### src/rtl/arinc_rd_pkg.sv
package arinc_rd_pkg;

    typedef enum logic [1:0] {
        ST_EMPTY   = 2'd0,
        ST_FRESH   = 2'd1,
        ST_LO_DONE = 2'd2,
        ST_HI_DONE = 2'd3
    } rd_state_e;

endpackage

### src/rtl/label_filter.sv
module label_filter #(
    parameter int WORD_W  = 32,
    parameter int LBL_LSB = 8
) (
    input  logic              eow,
    input  logic [WORD_W-1:0] rx_word,
    input  logic              dec_en,
    input  logic [1:0]        dec_bits,
    output logic              accept
);
    logic label_hit;

    always_comb begin
        label_hit = (rx_word[LBL_LSB +: 2] == dec_bits);
        accept    = eow && (!dec_en || label_hit);
    end
endmodule

### src/rtl/word_latch.sv
module word_latch #(
    parameter int WORD_W = 32
) (
    input  logic              clk,
    input  logic              rst_n,
    input  logic              load,
    input  logic [WORD_W-1:0] d,
    output logic [WORD_W-1:0] q
);
    always_ff @(posedge clk or negedge rst_n) begin
        if (!rst_n)
            q <= '0;
        else if (load)
            q <= d;
    end
endmodule

### src/rtl/read_tracker.sv
module read_tracker
    import arinc_rd_pkg::*;
(
    input  logic clk,
    input  logic rst_n,
    input  logic accept,
    input  logic rd_en,
    input  logic half_sel,
    output logic pending
);
    rd_state_e state_q, state_d;

    always_ff @(posedge clk or negedge rst_n) begin
        if (!rst_n)
            state_q <= ST_EMPTY;
        else
            state_q <= state_d;
    end

    always_comb begin
        state_d = state_q;
        if (accept) begin
            state_d = ST_FRESH;
        end else if (rd_en) begin
            unique case (state_q)
                ST_EMPTY:   state_d = ST_EMPTY;
                ST_FRESH:   state_d = half_sel ? ST_HI_DONE : ST_LO_DONE;
                ST_LO_DONE: state_d = half_sel ? ST_EMPTY   : ST_LO_DONE;
                ST_HI_DONE: state_d = half_sel ? ST_HI_DONE : ST_EMPTY;
                default:    state_d = ST_EMPTY;
            endcase
        end
    end

    always_comb begin
        pending = (state_q != ST_EMPTY);
    end
endmodule

### src/rtl/half_mux.sv
module half_mux #(
    parameter int WORD_W = 32,
    localparam int BUS_W = WORD_W / 2
) (
    input  logic              clk,
    input  logic              rst_n,
    input  logic              rd_en,
    input  logic              half_sel,
    input  logic [WORD_W-1:0] held,
    output logic [BUS_W-1:0]  dbus,
    output logic              dbus_oe
);
    logic [BUS_W-1:0] pick;

    always_comb begin
        pick = half_sel ? held[WORD_W-1:BUS_W] : held[BUS_W-1:0];
    end

    always_ff @(posedge clk or negedge rst_n) begin
        if (!rst_n) begin
            dbus    <= '0;
            dbus_oe <= 1'b0;
        end else begin
            dbus_oe <= rd_en;
            if (rd_en)
                dbus <= pick;
        end
    end
endmodule

### src/rtl/arinc_word_reader.sv
module arinc_word_reader #(
    parameter int WORD_W  = 32,
    parameter int LBL_LSB = 8,
    localparam int BUS_W  = WORD_W / 2
) (
    input  logic              clk,
    input  logic              rst_n,
    input  logic              eow,
    input  logic [WORD_W-1:0] rx_word,
    input  logic              dec_en,
    input  logic [1:0]        dec_bits,
    input  logic              rd_en,
    input  logic              half_sel,
    output logic [BUS_W-1:0]  dbus,
    output logic              dbus_oe,
    output logic              data_ready
);
    logic              accept;
    logic [WORD_W-1:0] held;

    label_filter #(.WORD_W(WORD_W), .LBL_LSB(LBL_LSB)) i_filter (
        .eow(eow), .rx_word(rx_word), .dec_en(dec_en),
        .dec_bits(dec_bits), .accept(accept)
    );

    word_latch #(.WORD_W(WORD_W)) i_latch (
        .clk(clk), .rst_n(rst_n), .load(accept), .d(rx_word), .q(held)
    );

    read_tracker i_track (
        .clk(clk), .rst_n(rst_n), .accept(accept), .rd_en(rd_en),
        .half_sel(half_sel), .pending(data_ready)
    );

    half_mux #(.WORD_W(WORD_W)) i_mux (
        .clk(clk), .rst_n(rst_n), .rd_en(rd_en), .half_sel(half_sel),
        .held(held), .dbus(dbus), .dbus_oe(dbus_oe)
    );
endmodule

### config.mk
export PLATFORM = sky130hd
export DESIGN_NAME = arinc_word_reader
export DESIGN_NICKNAME = d
export VERILOG_FILES = /design/src/rtl/arinc_rd_pkg.sv /design/src/rtl/label_filter.sv /design/src/rtl/word_latch.sv /design/src/rtl/read_tracker.sv /design/src/rtl/half_mux.sv /design/src/rtl/arinc_word_reader.sv
export SDC_FILE = /design/constraint.sdc
export NUM_CORES = 1
export LEC_CHECK = 0
export ABC_AREA = 1
export BUFFER_PORTS_ARGS = -buffer_cell sky130_fd_sc_hd__buf_2
export CORE_ASPECT_RATIO = 0.5
export CORE_MARGIN = 8
export CORE_UTILIZATION = 40
export DETAILED_ROUTE_END_ITERATION = 12
export PLACE_DENSITY_LB_ADDON = 0.2
export SLEW_MARGIN = 20
export SYNTH_ARGS = -nofsm -noshare
export SYNTH_HDL_FRONTEND = slang
export SYNTH_SLANG_ARGS = --single-unit
### constraint.sdc
create_clock -name clk -period 1.2 [get_ports clk]
set_input_delay 0.12 -clock clk [delete_from_list [all_inputs] [get_ports clk]]
set_output_delay 0.12 -clock clk [all_outputs]
set_load 0.1 [all_outputs]
==> results.yml, run 1 <==
routing:
  routed.top_layer: "met4"
  drtIter0Drc: 98
  routed_wl_um: 5460
  drcViolationCount: 0
  ant_nets: 0
  wl_met1_um: 2380
  wl_met3_um: 436
  wl_per_cell_um: 14.3
  first_pass_iters: 4
  viasPerCell: 4.91
  via_count: 1882
  wl_met2_um: 2580
logic_synthesis:
  synth_fp_nets: 291
  synth_area_leader_cell: "dfrtp_1"
  yosysMostFrequentCell: "nand2_1"
  ys_top_cells_by_area: "dfrtp_1 56%, nand2_1 16%, nand3_1 12%, nand3_2 4.4%, nand2_2 3.3%"
  async_reset_ff_share_pct: 100
  syn_inst: 251
  yosysWarnings: 0
  synth.ff_latch_count: 51
  syn_area_mm2: 0.00226
  avgSynthCellArea_um2: 9.02
  synthFlopType: "dfrtp_1"
  yosysTopAreaCellShare_pct: 56.4
  synth-seq-area-share_pct: 56.4
  netlist_top_cells_count: "98 x nand2_1, 54 x nand3_1, 51 x dfrtp_1"
  yosys.cell_types.count: 17
  synth-edff-count: 0
global_routing:
  grt_pass1_vias: 1940
  antenna_found_initial: 0
  track_usage_pct: 13.5
  grt_max_degree: 40
  overflow: 0
  grt_pass1_wl_um: 9240
clocking:
  htreeDepth: 2
  cts.sinks: 51
  cts_tree: "done"
  clock_latency_ns: 0.29
  root_buffer: "clkbuf_16"
  clockBufferDepth: 2
  numCtsBuffers: 5
  cts.clk_slew.worst_paths_ns: 0.07
critical_path:
  critPathMaxStageDelay_ns: 0.38
  critPathArrivalTime_ns: 1.10
  start_kind: "flip-flop"
  critPathTopFamily: "flip-flops"
  cp.required_ns: 1.08
  cpMaxStageDelayCell: "dfrtp_1"
  path_max_fanout: 2
  crit_buf_inv: 1
  crit_chain: "or2_1 > buf_12"
  critical_path_class: "reg -> out"
  endpoint_kind: "output pin"
pwr:
  switchingPower_uw: 1890
  seqPwrFrac_pct: 41.4
  ir_worst_vdd_uv: 887
  power_leakage_uw: 0.00160
  cell_internal_pwr_uw: 3360
  p_per_area_mw_per_mm2: 1710
  p_comb_share_pct: 32.3
  pwr-share-clk_pct: 26.4
  swShare_pct: 36.0
place:
  port_buffers: 57
  place_ws_ns: 0.175
  hpwlAfterDp_um: 3790
  gp_congestion: 0.746
floorplan:
  core-area_mm2: 0.00547
  die-area_mm2: 0.00847
  start_util_pct: 41.4
  io_pins: 58
  rows: 19
  chipWidth_um: 122
  fp.dieH_um: 69.2
sta:
  tightest_slew_ns: 0.497
  rsz0062_at_grt: "true"
  max_freq_mhz: 822
  report.final.slew_viol_count: 0
  finClkSkew_ns: 0.00449
  min_period_ns: 1.22
  finalHoldViolations: 0
  finalSetupViolCount: 1
  max-slew-margin-rel_pct: 67.1
  worst_slack_ns: -0.0165
  period_share_pct: 101
  fin_tns_setup_ns: -0.0165
flow_run:
  maxCapViolCount: 0
layout:
  diodes: 0
  area_delta_synth_final_pct: 35.4
  fin_nets: 349
  drive_above_1_share_pct: 35.2
  fin_util_pct: 56.1
  fill_cells: 524
hold_path:
  holdCritPathClass: "in -> reg"
status:
  violations: "negative setup slack"
  outcome: "complete, but fails checks"
[per-layer routing]
| metal | up-vias | GRT usage (%) |
|---|---|---|
| li1 | 923 | - |
| met1 | 895 | 17.1 |
| met2 | 59 | 21.4 |
| met3 | 5 | 4.14 |
| met4 | 0 | 4.16 |
| met5 | - | 0 |
[final cells by class]
type	count	area, um^2	share of cell area, %
Clock inverter	3	20.0	0.653
Inverter	6	30.0	0.980
Clock buffer	5	125	4.08
Timing Repair Buffer	67	668	21.8
Multi-Input combinational cell	178	842	27.5
Sequential cell	51	1290	42.0
Tap cell	73	91.3	2.98
[power groups by stage]
| stage | clock network [uW] | registers, uW | logic, uW |
|---|---|---|---|
| final | 1380 | 2170 | 1690 |
| after CTS | 1430 | 2180 | 1710 |
| after global placement | 0 | 2200 | 1660 |
| after floorplan | 0 | 2780 | 439 |
| after detailed placement | 0 | 2210 | 1680 |
| after global routing | 1480 | 2210 | 1800 |
[cell families after synthesis]
group,count (synthesis),share of synthesized area (%)
and+or+nand+nor,176,36.6
DFF,51,56.4
buffers and inverters,22,6.41
AOI/OAI and AO/OA,1,0.221
xor gates and xnor gates,1,0.387
[registers in the layout (all words and copies together) (netlist names)]
name	count
i_latch.q	32
i_mux.dbus	16
i_mux.dbus_oe	1
i_track.state_q	2
[worst paths after layout]
| check | cells after the start | endpoint | slack (ns) | start |
|---|---|---|---|---|
| setup / recovery | 2 | data_ready | -0.02 | i_track.state_q[0] |
| hold / removal | 3 | i_latch.q[12] | 0.06 | rx_word[12] |
| setup reg to reg | 4 | i_track.state_q[1] | 0.32 | i_track.state_q[0] |
| hold reg to reg | 2 | i_latch.q[15] | 0.47 | i_latch.q[15] |
| max in group asynchronous | 3 | i_mux.dbus[13] | 0.42 | rst_n |
| min in group asynchronous | 2 | i_mux.dbus_oe | 0.26 | rst_n |
[worst min-delay path: stages]
cell and delay (ns):
buf_2 0.07, nand3_1 0.07, nand2_1 0.06
[repair_timing]
| item | in CTS | in global routing |
|---|---|---|
| buffers inserted | 0 | 1 |
| hold endpoints to repair | 12 | 0 |
| pin swaps | 1 | 1 |
| hold buffers | 1 | 0 |
| endpoints found under the setup margin | 1 | 1 |
| gates resized for setup | 4 | 0 |
[metrics by stage]
stage / power, uW / instance area, um^2 / hold slack (ns) / std cells
finish: 5250 / 3070 / 0.0630 / 383
global route: 5490 / 3070 / 0.0673 / 383
CTS: 5320 / 3060 / 0.0564 / 382
detailed placement: 3890 / 2890 / 0.0374 / 373
global placement: 3860 / 2890 / 0.0231 / 373
floorplan: 3220 / 2280 / -0.176 / 251
[layout by cell type, fill, tap and decap left out, drive strengths merged, types with 2 or more instances in the layout]
cell      count
nand2       110
dfrtp        51
inv           6
clkbuf        5
buf          66
nand3        64
clkinvlp      2
or2           2
(Power assumes the default switching activity.)
==> run 2: changes to the inputs <==
CAP_MARGIN = 15   (was default)
CELL_PAD_IN_SITES_DETAIL_PLACEMENT = 1   (was default)
CELL_PAD_IN_SITES_GLOBAL_PLACEMENT = 1   (was default)
PLACE_DENSITY_LB_ADDON = 0.1   (was 0.2)
==> run 2 against run 1 <==
Against the previous run: the run still ends with negative setup slack left; wire length grew 15%; sequential power is essentially flat; utilization grew 0.43 points; worst hold slack lost 0.0032 ns; critical path depth is the same; critical path type unchanged; critical endpoint unchanged.
==> results.yml, run 2 (same netlist as run 1, synthesis figures left out) <==
sta:
  report.final.slew_viol_count: 0
  tightest_slew_ns: 0.303
  finalSetupViolCount: 1
  worst_slack_ns: -0.0269
  fin_tns_setup_ns: -0.0269
  max_freq_mhz: 815
  period_share_pct: 102
  min_period_ns: 1.23
  rsz0062_at_grt: "true"
  finClkSkew_ns: 0.00255
  max-slew-margin-rel_pct: 79.9
  finalHoldViolations: 0
routing:
  via_count: 1921
  ant_nets: 0
  drtIter0Drc: 139
  drcViolationCount: 0
  routed_wl_um: 6260
  first_pass_iters: 4
  wl_per_cell_um: 16.2
  viasPerCell: 4.98
clocking:
  cts.sinks: 51
  cts_tree: "done"
  numCtsBuffers: 5
  clockBufferDepth: 2
  clock_latency_ns: 0.29
  htreeDepth: 2
  cts.clk_slew.worst_paths_ns: 0.07
  root_buffer: "clkbuf_16"
global_routing:
  grt_pass1_vias: 2131
  grt_pass1_wl_um: 10600
  overflow: 0
  grt_max_degree: 52
  track_usage_pct: 15.5
  antenna_found_initial: 0
critical_path:
  r2r_slack_ns: 0.21
  start_kind: "flip-flop"
  critPathArrivalTime_ns: 1.11
  path_max_fanout: 2
  critical_path_class: "reg -> out"
  endpoint_kind: "output pin"
  cp.required_ns: 1.08
pwr:
  p_per_area_mw_per_mm2: 1750
  ir_worst_vdd_uv: 821
  power_leakage_uw: 0.00162
floorplan:
  chipWidth_um: 122
  die-area_mm2: 0.00847
  core-area_mm2: 0.00547
  io_pins: 58
  start_util_pct: 41.4
  rows: 19
  fp.dieH_um: 69.2
layout:
  largestRegisters: "i_latch.q: 32 flops, i_mux.dbus: 16 flops, i_track.state_q: 2 flops"
  final_common_cell: "nand2_1"
  fin_nets: 352
  drive_above_1_share_pct: 35.5
  largest_reg_flops: 32
  diodes: 0
  area_delta_synth_final_pct: 36.5
  most-common-layout-cells: "98 x nand2_1, 54 x nand3_1, 41 x dfrtp_1"
  max_flop_register: "i_latch.q"
hold_path:
  holdCritPathClass: "in -> reg"
place:
  place_ws_ns: 0.132
  gp_congestion: 0.745
  port_buffers: 57
  hpwlAfterDp_um: 4390
status:
  violations: "negative setup slack"
  outcome: "complete, but fails checks"
flow_run:
  maxCapViolCount: 0
run 2: timing repair:
item,4_1_cts,5_1_grt
pin swaps,1,1
hold endpoints to repair,51,0
hold buffers,1,0
buffers inserted,2,1
endpoints found under the setup margin,1,2
resized for setup,4,1
run 2: through the flow:
stage               total power [uW]  hold WS [ns]  std cells  util [%]  area, um^2
floorplan                       3220        -0.176        251         -        2280
global placement                3870         0.133        374      52.7        2880
detailed placement              3910         0.136        374      52.7        2880
CTS                             5470        0.0599        385      56.3        3080
global route                    5650        0.0767        386      56.5        3090
finish                          5410        0.0599        386      56.5        3090
run 2: path summary, 6_finish.rpt:
kind                                     from                  to  cells past startpoint
min in group asynchronous               rst_n      i_mux.dbus[10]                      3
max reg2reg                i_track.state_q[0]  i_track.state_q[1]                      5
max                        i_track.state_q[0]          data_ready                      2
max in group asynchronous               rst_n      i_mux.dbus[13]                      3
min                                rx_word[3]        i_latch.q[3]                      3
min reg2reg                      i_latch.q[3]        i_latch.q[3]                      2
run 2: worst max-delay path: stages (launching register included):
cell and delay, ns:
dfrtp_1 0.38, or2_1 0.26, buf_12 0.17
run 2: layout make-up:
cell class	instances	area [um^2]
Timing Repair Buffer	70	681
Fill cell	642	2380
Clock buffer	8	156
Tap cell	73	91.3
Sequential cell	51	1290
Multi-Input combinational cell	178	842
Inverter	6	30.0
run 2: report_power, final:
group	internal, uW	switching [uW]
combinational	623	1100
sequential	1980	206
clock	889	609
total	3490	1920
run 2: routing by layer:
layer	GRT usage [%]	up-vias	wire length, um
met5	0	-	0
met3	4.71	4	363
met2	25.8	48	3140
met1	19.1	948	2700
li1	-	921	-
met4	3.75	0	57
==> run 3: changes to the inputs <==
SYNTH_HIERARCHICAL = 1   (was default)
==> run 3 against run 2 <==
Against the previous run: the run still ends with negative setup slack left; critical path depth unchanged; global-route usage decreased by 0.58 points; critical endpoint unchanged; die area increased by 4.3%; highest routed layer unchanged; largest power group unchanged; maximum frequency increased by 0.83%.
==> results.yml, run 3 <==
global_routing:
  grt_pass1_wl_um: 10700
  grt_max_degree: 52
  track_usage_pct: 14.9
  grt_pass1_vias: 2178
  antenna_found_initial: 0
  overflow: 0
sta:
  min_period_ns: 1.22
  report.final.slew_viol_count: 0
  finalSetupViolCount: 1
  max-slew-margin-rel_pct: 67.9
  tightest_slew_ns: 0.485
  max_freq_mhz: 822
  finClkSkew_ns: 0.00454
  finalHoldViolations: 0
  rsz0062_at_grt: "true"
  whs_ns: 0.0289
  period_share_pct: 101
  worst_slack_ns: -0.0167
logic_synthesis:
  netlist_top_cells_count: "165 x nand2_1, 51 x dfrtp_1, 40 x inv_1"
  synth_area_leader_cell: "dfrtp_1"
  yosys.cell_types.count: 17
  yosysWarnings: 6
  yosysTopAreaCellShare_pct: 53.5
  synthFlopType: "dfrtp_1"
  syn_inst: 302
  synth_fp_nets: 342
  synth-seq-area-share_pct: 53.5
  avgSynthCellArea_um2: 7.89
  ys_top_cells_by_area: "dfrtp_1 54%, nand2_1 26%, inv_1 6.3%, nand3_1 3.4%, buf_6 2.8%"
  synth.ff_latch_count: 51
  syn_area_mm2: 0.00238
  yosysMostFrequentCell: "nand2_1"
  async_reset_ff_share_pct: 100
  synth-edff-count: 0
pwr:
  ir_worst_vdd_uv: 930
  switchingPower_uw: 1870
  pwr-share-clk_pct: 26.4
  seqPwrFrac_pct: 41.4
  p_comb_share_pct: 32.1
  p_per_area_mw_per_mm2: 1650
  swShare_pct: 36.1
  cell_internal_pwr_uw: 3320
  power_leakage_uw: 0.00180
routing:
  drcViolationCount: 0
  viasPerCell: 4.52
  routed_wl_um: 6260
  via_count: 1989
  wl_per_cell_um: 14.2
  first_pass_iters: 4
  drtIter0Drc: 111
  ant_nets: 0
floorplan:
  chipWidth_um: 125
  rows: 20
  fp.dieH_um: 70.6
  die-area_mm2: 0.00884
  core-area_mm2: 0.00591
  io_pins: 58
  start_util_pct: 40.4
layout:
  drive_above_1_share_pct: 24.2
  diodes: 0
  most-common-layout-cells: "165 x nand2_1, 51 x dfrtp_1, 40 x inv_1, 40 x buf_2, 21 x buf_12"
  largest_reg_flops: 32
  largestRegisters: "i_latch/q: 32 flops, i_mux/dbus: 16 flops, i_track/state_q: 2 flops"
  fin_nets: 402
  max_flop_register: "i_latch/q"
  final_common_cell: "nand2_1"
  fin_util_pct: 53.2
  area_delta_synth_final_pct: 31.8
critical_path:
  start_kind: "flip-flop"
  endpoint_kind: "output pin"
  crit_start: "i_track/state_q[0]"
  crit_end: "data_ready"
  path_max_fanout: 2
  cp.required_ns: 1.08
  critPathArrivalTime_ns: 1.10
  rr_endpoint: "i_track/state_q[1]"
  critical_path_class: "reg -> out"
  rr_startpoint: "i_track/state_q[1]"
  r2r_slack_ns: 0.38
  r2r_cells: 5
place:
  port_buffers: 57
  hpwlAfterDp_um: 4680
  gp_congestion: 0.724
  place_ws_ns: 0.0607
hold_path:
  holdCritPathClass: "in -> reg"
clocking:
  cts_tree: "done"
  cts.clk_slew.worst_paths_ns: 0.07
  cts.sinks: 51
  numCtsBuffers: 5
  htreeDepth: 2
  root_buffer: "clkbuf_16"
  clock_latency_ns: 0.29
  clockBufferDepth: 2
status:
  violations: "negative setup slack"
  outcome: "complete, but fails checks"
flow_run:
  maxCapViolCount: 0
==> run 3: cell count changes after synthesis, moves of 2 or more <==
cell,before,now
nand3_2,10,0
buf_6,4,6
nand2_2,12,10
buf_4,0,2
clkbuf_1,2,0
clkbuf_8,0,3
nand3_1,54,16
inv_1,4,40
buf_2,7,1
nand2_1,98,165
buf_1,2,0
==> run 3: logic make-up (layout without fill, tap and decap cells) <==
group	count (synthesis)	in the layout	share of synthesized area (%)
DFF	51	51	53.5
AOI/OAI and AO/OA	1	1	0.368
buffers and inverters	56	117	13.4
and+or+nand+nor	194	194	32.7
==> run 3: what timing repair did <==
action | 4_1_cts | 5_1_grt
setup endpoints to repair | 1 | 1
resized for setup | 5 | 0
pin swaps | 1 | 0
hold buffers | 1 | 0
setup buffers | 2 | 0
endpoints found under the hold margin | 51 | 0
==> run 3: power groups by stage <==
stage / logic, uW / clock network (uW) / registers, uW
floorplan: 486 / 0 / 2700
global placement: 1610 / 0 / 2170
finish: 1670 / 1370 / 2150
global route: 1790 / 1470 / 2180
CTS: 1690 / 1410 / 2150
detailed placement: 1650 / 0 / 2180
==> run 3: through the flow <==
step                      cell area, um^2  setup TNS [ns]  instances  power (uW)
after floorplan                      2380               0        302        3180
after global placement               2960               0        429        3780
after detailed placement             2960               0        429        3830
after CTS                            3140         -0.0170        440        5260
after global routing                 3140         -0.0524        440        5440
final                                3140         -0.0167        440        5190
==> run 3: metal layers <==
| metal | global-route usage, % | share of wire (%) | vias to the layer above |
|---|---|---|---|
| met3 | 4.95 | 5.2 | 4 |
| met1 | 19.0 | 49 | 947 |
| met4 | 2.81 | 0.50 | 0 |
| met5 | 0 | 0 | - |
| li1 | - | - | 998 |
| met2 | 24.5 | 45 | 40 |
==> run 3: worst max-delay path: stages (launching register included) <==
cell,delay (ns)
dfrtp_1,0.38
or2_4,0.27
buf_12,0.17
==> run 3: final cells by class <==
type | count | area [um^2]
inverters | 43 | 171
well taps | 77 | 96.3
clock buffers | 5 | 125
fillers | 744 | 2760
clock inverters | 3 | 15.0
repair buffers | 66 | 661
multi-input cells | 195 | 797
flip-flops and latches | 51 | 1280
==> run 3: worst min path at each step <==
stage                           start        endpoint  slack, ns  depth (start not counted)
final                     rx_word[20]   i_latch/q[20]       0.03                          3
after global routing      rx_word[21]   i_latch/q[21]       0.03                          3
after CTS                       rd_en   i_mux/dbus_oe       0.03                          1
after detailed placement        rst_n  i_mux/dbus[10]       0.13                          2
after global placement          rst_n  i_mux/dbus[10]       0.13                          2
after floorplan                 rst_n    i_latch/q[0]      -0.18                          0
